**src/rtl/scl_pkg.sv**
```systemverilog
package scl_pkg;

  typedef enum logic [1:0] {
    PH_IDLE = 2'd0,
    PH_LOW  = 2'd1,
    PH_WAIT = 2'd2,
    PH_HIGH = 2'd3
  } scl_phase_e;

  localparam int BASE_TICKS = 20;
  localparam int STEP_SHIFT = 3;

  // Edge/path allowance in internal ticks, rounded up.
  function automatic int comp_ticks(input int pclk_khz, input int delay_ns, input int div);
    longint tick_khz;
    longint prod;
    tick_khz = longint'(pclk_khz) / longint'(div + 1);
    prod     = tick_khz * longint'(delay_ns);
    return int'((prod + 64'd999999) / 64'd1000000);
  endfunction

endpackage

```
**src/rtl/scl_prescaler.sv**
```systemverilog
module scl_prescaler #(
  parameter int CDF_W = 2
) (
  input  logic             clk,
  input  logic             rst_n,
  input  logic             run,
  input  logic [CDF_W-1:0] div,
  output logic             tick
);

  logic [CDF_W-1:0] pcnt_q;
  logic [CDF_W-1:0] pcnt_d;
  logic             wrap;

  assign wrap = (pcnt_q == div);
  assign tick = run && wrap;

  always_comb begin
    pcnt_d = pcnt_q;
    if (!run) begin
      pcnt_d = '0;
    end else if (wrap) begin
      pcnt_d = '0;
    end else begin
      pcnt_d = pcnt_q + 1'b1;
    end
  end

  always_ff @(posedge clk or negedge rst_n) begin
    if (!rst_n) begin
      pcnt_q <= '0;
    end else begin
      pcnt_q <= pcnt_d;
    end
  end

endmodule

```
**src/rtl/scl_period_calc.sv**
```systemverilog
module scl_period_calc #(
  parameter int CDF_W    = 2,
  parameter int SCGD_W   = 6,
  parameter int PCLK_KHZ = 40000,
  parameter int DELAY_NS = 285,
  parameter int CNT_W    = 10
) (
  input  logic [CDF_W-1:0]  div,
  input  logic [SCGD_W-1:0] coarse,
  output logic [CNT_W-1:0]  low_ticks,
  output logic [CNT_W-1:0]  high_ticks
);

  localparam int DIV_N = 1 << CDF_W;

  logic [CNT_W-1:0] comp_tbl [DIV_N];
  logic [CNT_W-1:0] period;
  logic [CNT_W-1:0] coarse_ext;

  for (genvar g = 0; g < DIV_N; g++) begin : g_comp
    assign comp_tbl[g] = CNT_W'(scl_pkg::comp_ticks(PCLK_KHZ, DELAY_NS, g));
  end

  assign coarse_ext = CNT_W'(coarse);

  always_comb begin
    period     = CNT_W'(scl_pkg::BASE_TICKS)
               + (coarse_ext << scl_pkg::STEP_SHIFT)
               + comp_tbl[div];
    low_ticks  = period >> 1;
    high_ticks = period - low_ticks;
  end

endmodule

```
**src/rtl/scl_phase_fsm.sv**
```systemverilog
module scl_phase_fsm #(
  parameter int CNT_W = 10
) (
  input  logic             clk,
  input  logic             rst_n,
  input  logic             enable,
  input  logic             tick,
  input  logic             scl_hi,
  input  logic [CNT_W-1:0] low_ticks,
  input  logic [CNT_W-1:0] high_ticks,
  output logic             run,
  output logic             drive_low,
  output logic             launch_stb,
  output logic             sample_stb
);

  import scl_pkg::*;

  scl_phase_e       state_q, state_d;
  logic [CNT_W-1:0] cnt_q, cnt_d;
  logic             launch_d, sample_d;
  logic [CNT_W-1:0] low_last, high_last;
  logic [CNT_W-1:0] low_mid, high_mid;

  assign low_last  = low_ticks - 1'b1;
  assign high_last = high_ticks - 1'b1;
  assign low_mid   = low_ticks >> 1;
  assign high_mid  = high_ticks >> 1;

  assign run       = (state_q == PH_LOW) || (state_q == PH_HIGH);
  assign drive_low = (state_q == PH_LOW);

  always_comb begin
    state_d  = state_q;
    cnt_d    = cnt_q;
    launch_d = 1'b0;
    sample_d = 1'b0;
    if (!enable) begin
      state_d = PH_IDLE;
      cnt_d   = '0;
    end else begin
      unique case (state_q)
        PH_IDLE: begin
          state_d = PH_LOW;
          cnt_d   = '0;
        end
        PH_LOW: begin
          if (tick) begin
            launch_d = (cnt_q == low_mid);
            if (cnt_q == low_last) begin
              state_d = PH_WAIT;
              cnt_d   = '0;
            end else begin
              cnt_d = cnt_q + 1'b1;
            end
          end
        end
        PH_WAIT: begin
          if (scl_hi) begin
            state_d = PH_HIGH;
            cnt_d   = '0;
          end
        end
        PH_HIGH: begin
          if (tick) begin
            sample_d = (cnt_q == high_mid);
            if (cnt_q == high_last) begin
              state_d = PH_LOW;
              cnt_d   = '0;
            end else begin
              cnt_d = cnt_q + 1'b1;
            end
          end
        end
        default: begin
          state_d = PH_IDLE;
          cnt_d   = '0;
        end
      endcase
    end
  end

  always_ff @(posedge clk or negedge rst_n) begin
    if (!rst_n) begin
      state_q    <= PH_IDLE;
      cnt_q      <= '0;
      launch_stb <= 1'b0;
      sample_stb <= 1'b0;
    end else begin
      state_q    <= state_d;
      cnt_q      <= cnt_d;
      launch_stb <= launch_d;
      sample_stb <= sample_d;
    end
  end

endmodule

```
**src/rtl/i2c_scl_gen.sv**
```systemverilog
module i2c_scl_gen #(
  parameter int CDF_W    = 2,
  parameter int SCGD_W   = 6,
  parameter int PCLK_KHZ = 40000,
  parameter int FALL_NS  = 35,
  parameter int RISE_NS  = 200,
  parameter int INTD_NS  = 50
) (
  input  logic                    clk,
  input  logic                    rst_n,
  input  logic                    enable,
  input  logic [CDF_W+SCGD_W-1:0] div_cfg,
  input  logic                    scl_in,
  output logic                    scl_pull_low,
  output logic                    int_tick,
  output logic                    launch_stb,
  output logic                    sample_stb
);

  localparam int DELAY_NS = FALL_NS + RISE_NS + INTD_NS;
  localparam int MAX_T    = scl_pkg::BASE_TICKS
                          + (((1 << SCGD_W) - 1) << scl_pkg::STEP_SHIFT)
                          + scl_pkg::comp_ticks(PCLK_KHZ, DELAY_NS, 0);
  localparam int CNT_W    = $clog2(MAX_T + 1);

  logic [CDF_W-1:0]  div;
  logic [SCGD_W-1:0] coarse;
  logic [CNT_W-1:0]  low_ticks, high_ticks;
  logic              run, tick;
  logic              sync1_q, sync2_q;

  assign div    = div_cfg[CDF_W-1:0];
  assign coarse = div_cfg[CDF_W+SCGD_W-1:CDF_W];

  always_ff @(posedge clk or negedge rst_n) begin
    if (!rst_n) begin
      sync1_q <= 1'b0;
      sync2_q <= 1'b0;
    end else begin
      sync1_q <= scl_in;
      sync2_q <= sync1_q;
    end
  end

  scl_period_calc #(
    .CDF_W    (CDF_W),
    .SCGD_W   (SCGD_W),
    .PCLK_KHZ (PCLK_KHZ),
    .DELAY_NS (DELAY_NS),
    .CNT_W    (CNT_W)
  ) u_calc (
    .div        (div),
    .coarse     (coarse),
    .low_ticks  (low_ticks),
    .high_ticks (high_ticks)
  );

  scl_prescaler #(
    .CDF_W (CDF_W)
  ) u_presc (
    .clk   (clk),
    .rst_n (rst_n),
    .run   (run),
    .div   (div),
    .tick  (tick)
  );

  scl_phase_fsm #(
    .CNT_W (CNT_W)
  ) u_fsm (
    .clk        (clk),
    .rst_n      (rst_n),
    .enable     (enable),
    .tick       (tick),
    .scl_hi     (sync2_q),
    .low_ticks  (low_ticks),
    .high_ticks (high_ticks),
    .run        (run),
    .drive_low  (scl_pull_low),
    .launch_stb (launch_stb),
    .sample_stb (sample_stb)
  );

  assign int_tick = tick;

endmodule

```
**config.mk**
```make
export PLATFORM = sky130hd
export DESIGN_NAME = i2c_scl_gen
export DESIGN_NICKNAME = d
export VERILOG_FILES = /design/src/rtl/scl_pkg.sv /design/src/rtl/scl_prescaler.sv /design/src/rtl/scl_period_calc.sv /design/src/rtl/scl_phase_fsm.sv /design/src/rtl/i2c_scl_gen.sv
export SDC_FILE = /design/constraint.sdc
export NUM_CORES = 1
export LEC_CHECK = 0
export ABC_AREA = 1
export BUFFER_PORTS_ARGS = -buffer_cell sky130_fd_sc_hd__buf_4
export CORE_ASPECT_RATIO = 1.4
export CORE_MARGIN = 2
export CORE_UTILIZATION = 40
export CTS_CLUSTER_SIZE = 12
export DETAILED_ROUTE_END_ITERATION = 7
export PLACE_DENSITY_LB_ADDON = 0.3
export SYNTH_ARGS = -nofsm -noshare
export SYNTH_HDL_FRONTEND = slang
export SYNTH_SLANG_ARGS = --single-unit
```
**constraint.sdc**
```tcl
create_clock -name clk -period 4.75 [get_ports clk]
set_clock_uncertainty 0.05 [all_clocks]
set_input_delay 0.7125 -clock clk [delete_from_list [all_inputs] [get_ports clk]]
set_output_delay 0.7125 -clock clk [all_outputs]
set_load 0.02 [all_outputs]
```
Word level (Yosys, flattened, before mapping)
Index checks and enable logic that the tools add are counted.
- add/subtract/negate cells: 7
- magnitude comparators: 1
- eq/ne operators: 13
- muxes and demuxes: 25
- bitwise gates (word level): 1
- reduce and logical (&&, ||, !) cells: 5
- operators with widths (kind ; count):
    10-bit 2-to-1 mux ; 8
    10-bit case mux with 4 select lines ; 1
    10-bit binary-select mux with 2-bit select ; 1
    10-bit equality test ; 2
    2-bit 2-to-1 mux ; 8
    10-bit by 1-bit adder with 10-bit output, second input constant ; 1
    10-bit adder ; 1
    5-bit by 9-bit adder with 10-bit output, first input constant ; 1
    10-bit by 8-bit equality test with 1-bit output ; 1
    10-bit by 9-bit equality test with 1-bit output ; 1
    10-bit by 1-bit subtractor with 10-bit output, second input constant ; 1
    10-bit by 9-bit subtractor with 10-bit output ; 1
    9-bit by 1-bit subtractor with 10-bit output, second input constant ; 1
    3-bit inequality test, second input constant ; 3
    2-bit case mux with 4 select lines ; 1
    1-bit 2-to-1 mux ; 6
    3-bit by 2-bit inequality test with 1-bit output, second input constant ; 2
    5-bit AND reduction ; 1
    2-bit equality test, second input constant ; 2
    3-bit greater-or-equal comparator, second input constant ; 1
    2-bit NOT with 3-bit output ; 1
    3-bit AND reduction ; 1
    2-bit by 1-bit adder with 2-bit output, second input constant ; 1
    2-bit by 1-bit equality test with 1-bit output, second input constant ; 1
    other kinds (4) ; 4
- flip-flop bits (word level): 18
- input bits: 12
- output and inout bits: 4

Logic depth before layout (Yosys ltp)
- depth in word-level cells: 12
- mapped depth: 27
- depth with buffers taken out: 26

By module
Synthesis repeated with hierarchy kept, for this count alone.
- cell total of the unflattened synthesis: 461
- area, all modules: 2681.3 µm²
- by module, submodules not included (module ; instances ; cells each ; area an instance (µm²)):
    scl_phase_fsm ; 1 ; 329 ; 1929.4
    scl_period_calc ; 1 ; 107 ; 564.3
    scl_prescaler ; 1 ; 23 ; 137.6
    i2c_scl_gen ; 1 ; 2 ; 50.0

Worst setup path before layout
No wires, ideal clock.
- kind: input -> register
- start: input div_cfg[0]
- end: register u_fsm.cnt_q[0]
- library setup time: 0.118 ns
- arrival time: 3.582 ns
- data required time: 4.582 ns
- path slack: 1.000 ns
- stages on the path: 24
- path through: buf_4 nand2_4 inv_1 fa_1 xnor2_2 ha_1 a21oi_1 nand2_1 nand3_2 nand2_1 nand2_2 nand3_2 inv_2 nand2_1 nand2_1 nand2_1 nand2_1 nand2_1 nor2_2 nand2_2 nand2_2 nand2_4 nand3_1 nand2_1
- word-level cells in the longest chain between the ends: 12
- elaborated cells between the ends (all ways): 21
- classes of those cells: 4 x add/sub; 5 x eq/ne; 9 x mux; 1 x bitwise; 2 x reduce/logical
- RTL lines (what ; RTL line ; source):
    start, declared ; i2c_scl_gen.sv:12 ; input logic [CDF_W+SCGD_W-1:0] div_cfg,
    2-bit NOT with 3-bit output (implied by the code) ; scl_period_calc.sv:29 ; + comp_tbl[div];
    10-bit binary-select mux with 2-bit select ; scl_period_calc.sv:29 ;
    10-bit 2-to-1 mux (implied by the code) (2 in a row) ; scl_period_calc.sv:29 ;
    10-bit adder ; scl_period_calc.sv:29 ;
    10-bit by 9-bit subtractor with 10-bit output ; scl_period_calc.sv:31 ; high_ticks = period - low_ticks;
    10-bit by 1-bit subtractor with 10-bit output ; scl_phase_fsm.sv:26 ; assign high_last = high_ticks - 1'b1;
    10-bit equality test ; scl_phase_fsm.sv:67 ; if (cnt_q == high_last) begin
    10-bit 2-to-1 mux ; scl_phase_fsm.sv:67 ;
    10-bit 2-to-1 mux ; scl_phase_fsm.sv:65 ; if (tick) begin
    10-bit case mux with 4 select lines ; scl_phase_fsm.sv:42 ; unique case (state_q)
    10-bit 2-to-1 mux ; scl_phase_fsm.sv:38 ; if (!enable) begin
    end signal, assigned ; scl_phase_fsm.sv:91 ; cnt_q <= cnt_d;
    end, declared ; scl_phase_fsm.sv:20 ; logic [CNT_W-1:0] cnt_q, cnt_d;
Parallel ways exist; a longest one is shown, timed or not. The select of a mux whose other input is x is not followed.
A chain may end at the register's enable or synchronous reset.

Worst setup path in the final report
- start: input div_cfg[0]
- end: register u_fsm.cnt_q[1]
Same word-level chain as after synthesis.

==> impl_metrics.ini <==
[run_status]
status = finished clean

[synth]
synth_top_area_cell = nand2_1
synth_nets = 435
yosys-top-cells-count = nand2_1 (126), nand3_1 (54), inv_1 (46)
seq_area_frac_synth_pct = 17.6
ys_top_cells_by_area = nand2_1 (18%), dfrtp_1 (18%), nand3_1 (11%), xor2_1 (9.2%), inv_1 (6.7%)
synth_edf_count = 0
synthArstFlopShare_pct = 100
synth.most_common_cell = nand2_1
yosys_warnings = 0
synthFlopType = dfrtp_1
avgSynthCellArea_um2 = 6.24
ys_ff_latch = 18
syn-cell-area_um2 = 2560
syn_inst = 410
synth_top_area_share_pct = 18.5
post_synth_num_cell_types = 30

[die]
row_count = 34
die-area_um2 = 7060
start_util_pct = 41.2
core_um2 = 6210
io_pins = 16
die_width_um = 71.6
die_h_um = 98.7

[final_layout]
register_area_um2 = 450
diodes = 0
drive_gt1_share_pct = 15.2
nFillCells = 670
utilization_pct = 44.7
syn_to_final_growth_pct = 8.50
nets = 446
multi_input_area_um2 = 1890

[clock_network]
ctsLongestPathBuffers = 2
htree_levels = 1
post_cts_buffers = 0
cts-hold-fix-buffers = 0
clock-sinks = 18
cts.repair.resized = 0
cts_root_buf = clkbuf_8
cts_buffers = 3
clock_latency_ns = 0.25
clkSlewWorstSetupHoldPaths_ns = 0.07
cts_tree = built

[route]
routed_via_density = 5.11
drt_pass1_iterations = 6
wire_per_inst_um = 12.3
drtIter0Drc = 121
drcViolationCount = 0
ant_nets = 0
num_vias = 2516
routed_wl_um = 6060

[sta]
setup_viol = 0
worstMarginPinSlew_ns = 0.841
relSlewSlack_pct = 43.9
hold_viol_final = 0
rsz0062_at_grt = no
fin_crit_sh_pct = 80.7
fin_tns_setup_ns = 0
maxSlewViolCount = 0
fmax_mhz = 261
fin_crit_ns = 3.83
fin_ws_ns = 0.918

[worst_setup_path]
arrival_ns = 3.93
worstRegToRegCells = 9
cp-start-kind = primary input
critPathKind = in2reg
cp_max_fo = 10
crit_end = u_fsm.cnt_q[1]
r2r-start = u_fsm.state_q[1]
cp.required_ns = 4.84
cp-startpoint = div_cfg[0]
rrSetupSlack_ns = 2.27
worstSetupEndpointType = flop
r2r_end = u_fsm.cnt_q[7]

[power_and_ir_drop]
clkPwrFrac_pct = 16.9
switching_share_pct = 47.3
pwr-share-comb_pct = 56.8
power_frac_seq_pct = 26.4
p_switching_uw = 348
power_density_nw_per_um2 = 265
power_leakage_uw = 0.00152
peakVddDrop_v = 0.000129
p_int_uw = 388

[global_routing]
grt_overflow = 0
track_usage_pct = 18.6
grt_pass1_vias = 2484
antenna_found_initial = 0
grt_max_degree = 19
grt_pass1_wl_um = 10700

[worst_hold_path]
min_path_type = in2async

[placement]
hpwl_um = 5080
io_buffers = 15
place_congestion = 0.831
pre_cts_ws_ns = 0.653

[run]
drv_cap = 0
## cells in the final DEF, fill, tap and decap left out, types with 2 or more instances in the layout
cell type  Yosys  layout
nand2_1      126     126
nand3_1       54      54
inv_1         46      46
nor2_1        30      30
xor2_1        27      27
nand2_2       18      18
dfrtp_1       18      18
buf_4          1      15
nand4_1       12      12
nand3_2       12      12
ha_1          12      12
nand2_4        8       8
a21oi_1        7       7
nor3_1         5       5
xnor2_1        4       4
o21ai_0        4       4
clkbuf_8       0       4
nor2_2         3       3
o211ai_1       3       3
o21ai_1        2       2
inv_2          2       2
nand3b_1       2       2
## critical path, cell delays in order
cell and delay, ns:
buf_4 0.15, nand2_4 0.12, inv_1 0.09, fa_1 0.50
xnor2_2 0.43, ha_1 0.37, a21oi_1 0.16, nand2_1 0.11
nand3_2 0.12, nand2_1 0.07, nand2_2 0.08, nand3_2 0.10
inv_2 0.10, nand2_1 0.07, nand2_1 0.08, nand2_1 0.06
nand2_1 0.05, nand2_1 0.06, nor2_2 0.09, nand2_2 0.07
nand2_2 0.08, nand2_4 0.09, nand3_1 0.09, nand2_1 0.06
## layer usage
layer	up-vias	part of all wire, %	global-route usage [%]
li1	1333	-	-
met1	1140	44	22.2
met2	32	53	35.6
met3	11	2.0	0.511
met4	0	1.2	5.08
met5	-	0	0
## metrics by stage
stage               hold slack [ns]  instances  cell area [um2]  power (uW)
finish                        0.259        492             2780         736
global route                  0.274        492             2780         806
CTS                           0.263        492             2780         742
detailed placement            0.300        488             2720         615
global placement              0.309        488             2720         610
floorplan                     0.281        410             2560         520
## logic make-up (layout without fill, tap and decap cells)
| kind of cell | count (synthesis) | count (layout) | synth area share [%] |
|---|---|---|---|
| adder cells (fa/ha/maj) | 13 | 13 | 6.65 |
| flip-flops | 18 | 18 | 17.6 |
| AO/OA/AOI/OAI | 18 | 18 | 4.01 |
| XOR/XNOR | 32 | 32 | 11.2 |
| buffers and inverters | 57 | 67 | 8.60 |
| AND/OR/NAND/NOR | 272 | 272 | 51.9 |
## power by group through the flow
| stage | Combinational [uW] | Clock (uW) | Sequential, uW |
|---|---|---|---|
| floorplan | 330 | 0 | 190 |
| global placement | 415 | 0 | 196 |
| detailed placement | 419 | 0 | 196 |
| CTS | 420 | 129 | 194 |
| global route | 475 | 135 | 196 |
| finish | 418 | 124 | 194 |
## cell type report
cell class                 count  share of cell area, %
multi-input combinational    335                   68.0
sequential                    18                   16.2
inverter                      48                   6.49
timing repair buffer          15                   4.05
tap                           72                   3.24
clock buffer                   4                   1.98
## worst min path at each step
stage	start	to	cells after the start
6_report	rst_n	u_fsm.state_q[0]	1
2_1_floorplan	sync1_q	sync2_q	0
5_1_grt	rst_n	u_fsm.state_q[0]	1
4_1_cts	rst_n	u_presc.pcnt_q[0]	1
3_3_place_gp	sync1_q	sync2_q	0
3_5_place_dp	sync1_q	sync2_q	0
## state kept, by name, summed over array words and instances, names as in the netlist
| signal | cells |
|---|---|
| u_fsm.launch_stb | 1 |
| sync2_q | 1 |
| u_fsm.cnt_q | 10 |
| u_fsm.state_q | 2 |
| u_presc.pcnt_q | 2 |
| u_fsm.sample_stb | 1 |
| sync1_q | 1 |
No activity file was read; power rests on OpenSTA's default activity.
